$ cat src/rtl/adcrd_pkg.sv
package adcrd_pkg;
  localparam int unsigned WORD_W   = 12;
  localparam int unsigned LEAD_Z   = 2;
  localparam int unsigned SLOT_LEN = 16;
  localparam int unsigned IDX_W    = $clog2(2 * SLOT_LEN + 1);

  typedef enum logic [1:0] {
    MODE_DUAL_SHORT = 2'd0,
    MODE_DUAL_SLOT  = 2'd1,
    MODE_ONE_LINE   = 2'd2,
    MODE_SPARE      = 2'd3
  } rd_mode_e;

  typedef enum logic [2:0] {
    ST_IDLE  = 3'd0,
    ST_SETUP = 3'd1,
    ST_LOW   = 3'd2,
    ST_HIGH  = 3'd3,
    ST_QUIET = 3'd4
  } seq_state_e;

  // serial clock cycles issued per frame for a mode code
  function automatic logic [IDX_W-1:0] clocks_for(input logic [1:0] m);
    case (rd_mode_e'(m))
      MODE_DUAL_SHORT: return IDX_W'(LEAD_Z + WORD_W);
      MODE_ONE_LINE:   return IDX_W'(2 * SLOT_LEN);
      default:         return IDX_W'(SLOT_LEN);
    endcase
  endfunction
endpackage

$ cat src/rtl/adcrd_tick_timer.sv
module adcrd_tick_timer #(
  parameter int W = 8
) (
  input  logic         clk,
  input  logic         rst_n,
  input  logic         run,
  input  logic [W-1:0] limit,
  output logic         done
);
  logic [W-1:0] cnt_q;

  assign done = run && (cnt_q == limit - W'(1));

  always_ff @(posedge clk or negedge rst_n) begin
    if (!rst_n)             cnt_q <= '0;
    else if (!run || done)  cnt_q <= '0;
    else                    cnt_q <= cnt_q + W'(1);
  end

  // a running interval needs a non-zero length
  p_run_limit_r2: assert property (@(posedge clk) disable iff (!rst_n)
    run |-> (limit != '0));
endmodule

$ cat src/rtl/adcrd_sequencer.sv
module adcrd_sequencer
  import adcrd_pkg::*;
#(
  parameter int DIV_W = 8,
  parameter int Q_W   = 8
) (
  input  logic             clk,
  input  logic             rst_n,
  input  logic             start,
  input  logic [1:0]       cfg_mode,
  input  logic [DIV_W-1:0] cfg_div,
  input  logic [Q_W-1:0]   cfg_quiet,
  input  logic             res_ready,
  output logic             busy,
  output logic             cs_n,
  output logic             sclk,
  output logic             res_valid,
  output logic             rise_evt,
  output logic [IDX_W-1:0] rise_idx,
  output logic             single_line
);
  seq_state_e       state_q;
  logic [DIV_W-1:0] div_q;
  logic [Q_W-1:0]   quiet_q;
  logic [IDX_W-1:0] nclk_q, edge_q;
  logic             single_q, cs_n_q, sclk_q, valid_q;
  logic             accept, ph_run, ph_done, qt_run, qt_done, last_edge;

  assign accept    = (state_q == ST_IDLE) && start && !valid_q;
  assign ph_run    = (state_q == ST_SETUP) || (state_q == ST_LOW) || (state_q == ST_HIGH);
  assign qt_run    = (state_q == ST_QUIET);
  assign last_edge = (edge_q == nclk_q);
  assign rise_evt  = (state_q == ST_LOW) && ph_done;
  assign rise_idx  = edge_q + IDX_W'(1);

  adcrd_tick_timer #(.W(DIV_W)) u_phase (
    .clk(clk), .rst_n(rst_n), .run(ph_run), .limit(div_q), .done(ph_done));

  adcrd_tick_timer #(.W(Q_W)) u_quiet (
    .clk(clk), .rst_n(rst_n), .run(qt_run), .limit(quiet_q), .done(qt_done));

  always_ff @(posedge clk or negedge rst_n) begin
    if (!rst_n) begin
      state_q  <= ST_IDLE;
      div_q    <= DIV_W'(1);
      quiet_q  <= '0;
      nclk_q   <= IDX_W'(SLOT_LEN);
      edge_q   <= '0;
      single_q <= 1'b0;
      cs_n_q   <= 1'b1;
      sclk_q   <= 1'b1;
      valid_q  <= 1'b0;
    end else begin
      if (valid_q && res_ready) valid_q <= 1'b0;
      unique case (state_q)
        ST_IDLE: if (accept) begin
          state_q  <= ST_SETUP;
          cs_n_q   <= 1'b0;
          edge_q   <= '0;
          div_q    <= (cfg_div == '0) ? DIV_W'(1) : cfg_div;
          quiet_q  <= cfg_quiet;
          nclk_q   <= clocks_for(cfg_mode);
          single_q <= (cfg_mode == MODE_ONE_LINE);
        end
        ST_SETUP: if (ph_done) begin
          state_q <= ST_LOW;
          sclk_q  <= 1'b0;
        end
        ST_LOW: if (ph_done) begin
          state_q <= ST_HIGH;
          sclk_q  <= 1'b1;
          edge_q  <= rise_idx;
        end
        ST_HIGH: if (ph_done) begin
          if (last_edge) begin
            cs_n_q  <= 1'b1;
            valid_q <= 1'b1;
            state_q <= (quiet_q == '0) ? ST_IDLE : ST_QUIET;
          end else begin
            state_q <= ST_LOW;
            sclk_q  <= 1'b0;
          end
        end
        ST_QUIET: if (qt_done) state_q <= ST_IDLE;
        default: state_q <= ST_IDLE;
      endcase
    end
  end

  assign busy        = (state_q != ST_IDLE) || valid_q;
  assign cs_n        = cs_n_q;
  assign sclk        = sclk_q;
  assign res_valid   = valid_q;
  assign single_line = single_q;

  // ---- checking state: rising edges seen and chip-select high time ----
  logic             sclk_d;
  logic [IDX_W:0]   rises_q;
  logic [Q_W:0]     gap_q;
  logic [Q_W-1:0]   gap_req_q;

  always_ff @(posedge clk or negedge rst_n) begin
    if (!rst_n) begin
      sclk_d    <= 1'b1;
      rises_q   <= '0;
      gap_q     <= '0;
      gap_req_q <= '0;
    end else begin
      sclk_d <= sclk_q;
      if (cs_n_q)                rises_q <= '0;
      else if (sclk_q && !sclk_d) rises_q <= rises_q + (IDX_W+1)'(1);
      if (!cs_n_q) begin
        gap_q     <= '0;
        gap_req_q <= quiet_q;
      end else if (gap_q != '1) begin
        gap_q <= gap_q + (Q_W+1)'(1);
      end
    end
  end

  p_edge_total_r3: assert property (@(posedge clk) disable iff (!rst_n)
    $rose(cs_n_q) |-> (rises_q == {1'b0, nclk_q}));

  p_sclk_idle_high_r4: assert property (@(posedge clk) disable iff (!rst_n)
    cs_n_q |-> sclk_q);

  p_pending_blocks_r8: assert property (@(posedge clk) disable iff (!rst_n)
    valid_q |=> cs_n_q);

  p_quiet_gap_r9: assert property (@(posedge clk) disable iff (!rst_n)
    $fell(cs_n_q) |-> ($past(gap_q) >= {1'b0, $past(gap_req_q)}));
endmodule

$ cat src/rtl/adcrd_shifter.sv
module adcrd_shifter
  import adcrd_pkg::*;
(
  input  logic              clk,
  input  logic              rst_n,
  input  logic              rise_evt,
  input  logic [IDX_W-1:0]  rise_idx,
  input  logic              single_line,
  input  logic              sd_a,
  input  logic              sd_b,
  output logic [WORD_W-1:0] word_a,
  output logic [WORD_W-1:0] word_b
);
  localparam logic [IDX_W-1:0] A_FIRST = IDX_W'(LEAD_Z);
  localparam logic [IDX_W-1:0] A_LAST  = IDX_W'(LEAD_Z + WORD_W - 1);
  localparam logic [IDX_W-1:0] B_FIRST = IDX_W'(SLOT_LEN + LEAD_Z);
  localparam logic [IDX_W-1:0] B_LAST  = IDX_W'(SLOT_LEN + LEAD_Z + WORD_W - 1);

  logic in_first, in_second;
  logic [1:0] lane_en, lane_bit;
  logic [WORD_W-1:0] lane_q [2];

  assign in_first  = (rise_idx >= A_FIRST) && (rise_idx <= A_LAST);
  assign in_second = (rise_idx >= B_FIRST) && (rise_idx <= B_LAST);

  always_comb begin
    lane_en[0]  = rise_evt && in_first;
    lane_bit[0] = sd_a;
    if (single_line) begin
      lane_en[1]  = rise_evt && in_second;
      lane_bit[1] = sd_a;
    end else begin
      lane_en[1]  = rise_evt && in_first;
      lane_bit[1] = sd_b;
    end
  end

  for (genvar g = 0; g < 2; g++) begin : g_lane
    always_ff @(posedge clk or negedge rst_n) begin
      if (!rst_n)          lane_q[g] <= '0;
      else if (lane_en[g]) lane_q[g] <= {lane_q[g][WORD_W-2:0], lane_bit[g]};
    end
  end

  assign word_a = lane_q[0];
  assign word_b = lane_q[1];

  // the two slot windows of one line never overlap
  p_slot_disjoint_r6: assert property (@(posedge clk) disable iff (!rst_n)
    rise_evt |-> !(in_first && in_second));
endmodule

$ cat src/rtl/adcrd_frame_reader.sv
module adcrd_frame_reader
  import adcrd_pkg::*;
#(
  parameter int DIV_W = 8,
  parameter int Q_W   = 8
) (
  input  logic              clk,
  input  logic              rst_n,
  input  logic              start,
  input  logic [1:0]        cfg_mode,
  input  logic [DIV_W-1:0]  cfg_div,
  input  logic [Q_W-1:0]    cfg_quiet,
  output logic              busy,
  output logic              cs_n,
  output logic              sclk,
  input  logic              sdata_a,
  input  logic              sdata_b,
  output logic              res_valid,
  input  logic              res_ready,
  output logic [WORD_W-1:0] res_a,
  output logic [WORD_W-1:0] res_b
);
  logic             rise_evt, single_line;
  logic [IDX_W-1:0] rise_idx;

  adcrd_sequencer #(.DIV_W(DIV_W), .Q_W(Q_W)) u_seq (
    .clk(clk), .rst_n(rst_n), .start(start), .cfg_mode(cfg_mode),
    .cfg_div(cfg_div), .cfg_quiet(cfg_quiet), .res_ready(res_ready),
    .busy(busy), .cs_n(cs_n), .sclk(sclk), .res_valid(res_valid),
    .rise_evt(rise_evt), .rise_idx(rise_idx), .single_line(single_line));

  adcrd_shifter u_shift (
    .clk(clk), .rst_n(rst_n), .rise_evt(rise_evt), .rise_idx(rise_idx),
    .single_line(single_line), .sd_a(sdata_a), .sd_b(sdata_b),
    .word_a(res_a), .word_b(res_b));

  p_hold_result_r7: assert property (@(posedge clk) disable iff (!rst_n)
    (res_valid && !res_ready) |=> (res_valid && $stable(res_a) && $stable(res_b)));
endmodule

$ cat config.mk
export PLATFORM = sky130hd
export DESIGN_NAME = adcrd_frame_reader
export DESIGN_NICKNAME = d
export VERILOG_FILES = /design/src/rtl/adcrd_pkg.sv /design/src/rtl/adcrd_tick_timer.sv /design/src/rtl/adcrd_sequencer.sv /design/src/rtl/adcrd_shifter.sv /design/src/rtl/adcrd_frame_reader.sv
export SDC_FILE = /design/constraint.sdc
export NUM_CORES = 1
export LEC_CHECK = 0
export BUFFER_PORTS_ARGS = -buffer_cell sky130_fd_sc_hd__buf_2
export CORE_MARGIN = 2
export CORE_UTILIZATION = 60
export DETAILED_ROUTE_END_ITERATION = 8
export PLACE_DENSITY = 0.86
export SYNTH_ARGS = -nofsm -noshare
export SYNTH_HDL_FRONTEND = slang
export SYNTH_HIERARCHICAL = 1
export SYNTH_SLANG_ARGS = --single-unit
$ cat constraint.sdc
create_clock -name clk -period 6.6 [get_ports clk]
set_input_delay 0.33 -clock clk [delete_from_list [all_inputs] [get_ports clk]]
set_output_delay 0.33 -clock clk [all_outputs]
set_load 0.02 [all_outputs]
Word-level counts from Yosys, hierarchy flattened
Cells that the tools add are included.
Widths: inputs -> output; s select.
- register bits after elaboration: 75
- word-level logic and storage cells: 98
- $add $sub $neg: 5
- $lt $le $gt $ge: 4
- equal/unequal tests: 15
- muxes and demuxes: 30
- reductions and logical operators: 31
- operators with widths (operator ; number):
    $mux 8 ; 3
    $pmux 6 s2 ; 2
    $mux 3 ; 7
    $add 8x1->8 const B ; 2
    $eq 8x8->1 ; 2
    $logic_not 8->1 ; 2
    $sub 8x1->8 const B ; 2
    $pmux 3 s5 ; 1
    $mux 1 ; 13
    $mux 6 ; 2
    $ne 2x1->1 const B ; 6
    $logic_and 1x1->1 ; 10
    $reduce_and 5->1 ; 2
    $add 6x1->6 const B ; 1
    $eq 3x2->1 const B ; 2
    $eq 6x6->1 ; 1
    $ge 6x2->1 const B ; 1
    $ge 6x5->1 const B ; 1
    $le 6x4->1 const B ; 1
    $le 6x5->1 const B ; 1
    $reduce_bool 3->1 ; 2
    $logic_or 1x1->1 ; 5
    $reduce_and 4->1 ; 1
    $reduce_bool 2->1 ; 2
    other kinds (11) ; 13

Longest topological paths before layout
- depth after elaboration: 7
- depth in mapped cells: 14

Cells and area by module
Netlist, hierarchy kept.
- modules (own cells, without submodules) (module ; times used ; cells each ; area each (um2) ; sequential area each (um2)):
    adcrd_sequencer ; 1 ; 130 ; 1486.4 ; 780.7
    adcrd_tick_timer ; 2 ; 77 ; 701.9 ; 200.2
    adcrd_shifter ; 1 ; 64 ; 1032.2 ; 600.6

Worst setup path before layout
No wires, ideal clock.
- path kind: register to register
- start: reg u_seq.div_q[0]
- end: reg u_shift.lane_q (netlist bit u_shift/word_a[10])
- library setup time: 0.125 ns
- data arrival time: 3.483 ns
- required time: 6.475 ns
- path slack: 2.992 ns
- cell stages (with the launch flop): 15
- clock period less this slack: 3.608 ns
- cell sequence: dfstp_2 > inv_1 > ha_1 > clkbuf_2 > nand2b_1 > nand3_1 > o21ai_1 > a2111oi_4 > and3_1 > nand4bb_1 > clkinv_1 > nand2b_4 > or4_4 > buf_6 > mux2_4
- longest elaborated chain between the ends: 5
- RTL lines (item ; line ; RTL):
    start, declared ; adcrd_sequencer.sv:23 ; logic [DIV_W-1:0] div_q;
    start signal, assigned ; adcrd_sequencer.sv:60 ; div_q <= (cfg_div == '0) ? DIV_W'(1) : cfg_div;
    $sub 8x1->8 ; adcrd_tick_timer.sv:12 ; assign done = run && (cnt_q == limit - W'(1));
    $eq 8x8->1 ; adcrd_tick_timer.sv:12 ;
    $logic_and 1x1->1 ; adcrd_tick_timer.sv:12 ;
    named net u_seq.ph_done ; adcrd_sequencer.sv:27 ; logic accept, ph_run, ph_done, qt_run, qt_done, last_edge;
    $logic_and 1x1->1 ; adcrd_sequencer.sv:33 ; assign rise_evt = (state_q == ST_LOW) && ph_done;
    named net rise_evt ; adcrd_frame_reader.sv:23 ; logic rise_evt, single_line;
    $logic_and 1x1->1 ; adcrd_shifter.sv:27 ; lane_en[0] = rise_evt && in_first;
    end signal, assigned by index ; adcrd_shifter.sv:41 ; else if (lane_en[g]) lane_q[g] <= {lane_q[g][WORD_W-2:0], lane_bit[g]};
    end, declared ; adcrd_shifter.sv:21 ; logic [WORD_W-1:0] lane_q [2];
The timed path passes the listed nets, and every way through them passes these cells.
A chain may end at the register's enable or synchronous reset.

Final worst setup path
- start: reg u_seq.div_q[0]
- end: reg u_shift.lane_q (netlist bit u_shift/word_b[2])
- longest elaborated chain between the ends: 6
- elaborated cells between the ends (all ways): 7
- those cells by class: 1 x add/sub; 1 x eq/ne; 1 x mux; 4 x reduce/logical
- RTL lines (item ; line ; RTL):
    $sub 8x1->8 * ; adcrd_tick_timer.sv:12 ;
    $eq 8x8->1 * ; adcrd_tick_timer.sv:12 ;
    $logic_and 1x1->1 * ; adcrd_tick_timer.sv:12 ;
    named net u_seq.ph_done ; adcrd_sequencer.sv:27 ;
    $logic_and 1x1->1 * ; adcrd_sequencer.sv:33 ;
    named net rise_evt ; adcrd_frame_reader.sv:23 ;
    $logic_and 1x1->1 (on tied branches) ; adcrd_shifter.sv:33, adcrd_shifter.sv:30 ;
    $mux 1 * ; adcrd_shifter.sv:29 ; if (single_line) begin
The timed path passes the listed nets; every way through them passes the cells marked *.

==> flow_metrics.tcl <==
set metrics [dict create \
    die_y_um 84.9 \
    tritoncts "built" \
    grt_max_degree 72 \
    drt_iter0_drc 186 \
    cts_setup_buffers 0 \
    cap_violations 0 \
    slew_headroom_pct 22.0 \
    design_area_mm2 0.00444 \
    hold_buffers 0 \
    p_clk_share_pct 22.4 \
    syn_to_final_growth_pct 13.3 \
    drtAntennaViolNets 0 \
    regToRegSetupSlack_ps 2160 \
    switching_power_mw 0.694 \
    cts_num_sinks 71 \
    num_vias 2850 \
    cts.htree.levels 3 \
    drv_slew 0 \
    status "complete, no violations" \
    grt_pass1_wl_um 13100 \
    core-area_mm2 0.00635 \
    pwr-share-seq_pct 39.3 \
    setup.worst_path.class "flip-flop to flip-flop" \
    synth_area_mm2 0.00392 \
    clock.fmax_ghz 0.225 \
    synth_common_cells "67 x dfrtp_1, 27 x nand2_1, 25 x mux2_2" \
    cp-start-kind "flip-flop" \
    synth_cells 348 \
    clk_path_buf_depth 2 \
    rows 29 \
    fin_nets 428 \
    peakVddDrop_mv 0.266 \
    dp.final_hpwl_um 5600 \
    reg2reg_depth 12 \
    die_w_um 84.9 \
    synth_nets 377 \
    finalPower_mw 1.78 \
    drc 0 \
    required_ps 6830 \
    p_sw_share_pct 39.0 \
    hp-class "input pin to async pin" \
    cp_max_fo 11 \
    io_buffers 51 \
    ios 52 \
    setup_viol 0 \
    tightest_slew_ps 1160 \
    ys_warn_count 6 \
    place_congestion 0.902 \
    clock_latency_ps 350 \
    drt-pass1-iter-count 4 \
    cts_made_buffers 9 \
    dieArea_mm2 0.00720 \
    placed_area_mm2 0.00421 \
    syn_avg_cell_area_um2 11.3 \
    vias_per_cell 5.93 \
    grtUsageTotal_pct 23.0 \
    seq_area_frac_synth_pct 45.4 \
    drt-total-wl_um 7890 \
    antenna_found_initial 0 \
    grt_overflow_total 0 \
    diodes 0 \
    powerDensity_mw_per_mm2 400 \
    drive_above_1_share_pct 32.9 \
    post_drt_wl_per_cell_um 16.4 \
    synth_ff_type "dfrtp_1" \
    r2r-start "u_seq/div_q[0]" \
    r2r_end "u_shift/word_b[2]" \
    yosysTopAreaCell "dfrtp_1" \
    rsz0062_at_grt "no" \
    p_comb_share_pct 38.3 \
    tns_ps 0 \
    clk_pin_slew_ps 80 \
    grt_pass1_vias 2770 \
    synth_cell_types 54 \
    leakage_nw 2.10 \
    post_cts_resized 0 \
    min_period_over_period_pct 67.2 \
    hold_violations 0 \
    start_util_pct 61.8 \
    cts_root_buf "clkbuf_8" \
    endpoint_kind "flip-flop" \
    period_minus_slack_ps 4440 \
    ys_async_sr_fraction_pct 100 \
    yosys.area.top_type_share_pct 42.7 \
    clock_skew_ps 10.9 \
    yosys-top-cells-area "dfrtp_1 43%, mux2_2 7.2%, mux2_4 5.7%" \
    synth.most_common_cell "dfrtp_1" \
    synth_enable_flop_cells 0 \
    power.internal_mw 1.09 \
    worst_ep_arrival_time_ps 4670 \
    ys_seq_elements 71 \
]
cells in the final DEF (no fill, tap or decap), drive strengths merged, types with 7 or more instances in the layout:
cell type  synthesis  layout
dfrtp             67      67
buf                8      52
mux2              40      40
nand2             27      27
xnor2             25      25
a21oi             23      23
nand3             17      17
xor2              16      16
inv               12      13
nor2              11      11
o21ai             11      11
clkbuf             4      10
and3              10      10
nand3b             7       7
nor4               7       7
critical path: stages, from the launching register on:
cell       delay [ps]
dfstp_2           590
inv_1              60
ha_1              290
nand2b_1          180
nand3_1            80
o21ai_1           100
a2111oi_4         550
and3_1            380
nand4bb_1         290
clkinv_1          280
nand2b_4          100
nor4_2           1000
mux2_2            420
power by group through the flow:
stage                     registers, mW  logic (mW)  clock network [mW]
after global routing              0.717       0.745               0.427
after CTS                         0.695       0.677               0.404
after global placement            0.698       0.648                   0
after floorplan                   0.657       0.579                   0
after detailed placement          0.702       0.673                   0
final                             0.699       0.682               0.398
how the worst max path moves through the flow:
| stage | cells after the start | slack (ps) | start | to |
|---|---|---|---|---|
| final | 12 | 2160 | u_seq/div_q[0] | u_shift/word_b[2] |
| after global routing | 12 | 1940 | u_seq/div_q[0] | u_shift/word_b[10] |
| after CTS | 12 | 2230 | u_seq/div_q[0] | u_shift/word_b[2] |
| after detailed placement | 12 | 2260 | u_seq/div_q[0] | u_shift/word_b[6] |
| after global placement | 12 | 2420 | u_seq/div_q[0] | u_shift/word_b[6] |
| after floorplan | 14 | 2990 | u_seq/div_q[0] | u_shift/word_a[10] |
layout make-up:
cell class                      count  area (µm²)
Multi-Input combinational cell    252        2020
Clock inverter                      6        92.6
Clock buffer                       10         138
Inverter                           13        48.8
Sequential cell                    71        1780
Tap cell                           77        96.3
Timing Repair Buffer               52         263
Fill cell                         444        1910
stage by stage:
step / hold WS (ps) / worst slack, ps / cells / util, %
after floorplan: 34.4 / 2990 / 348 / -
after global placement: 495 / 2420 / 465 / 66.4
after detailed placement: 502 / 2260 / 465 / 66.4
after CTS: 157 / 2230 / 481 / 70.0
after global routing: 171 / 1940 / 481 / 70.0
final: 162 / 2160 / 481 / 70.0
layer usage:
layer / GRT usage (%) / part of all wire [%] / vias to the layer above
met4: 10.4 / 1.7 / 0
met2: 37.9 / 51 / 66
met1: 29.8 / 44 / 1414
met3: 4.57 / 3.7 / 16
li1: - / - / 1354
met5: 0 / 0 / -
kinds of logic (layout without fill, tap and decap cells):
logic type                 after synthesis  in the layout  share of synthesized area (%)
muxes                                   40             40                           12.9
and+or+nand+nor                        107            107                           15.9
xor gates and xnor gates                41             41                           9.92
AOI/OAI and AO/OA                       59             59                           11.2
buffers and inverters                   25             81                           3.13
adders and majority gates                5              5                           1.59
DFF                                     71             71                           45.4
state kept, by name, indices dropped and copies added (netlist names):
name,flops
u_seq/cs_n,1
u_seq/u_quiet/cnt_q,8
u_seq/edge_q,6
u_shift/word_b,12
u_seq/u_phase/cnt_q,8
u_shift/word_a,12
u_seq/nclk_q,3
u_seq/state_q,3
u_seq/res_valid,1
u_seq/quiet_q,8
u_seq/div_q,8
u_seq/sclk,1
(Power assumes the default switching activity.)
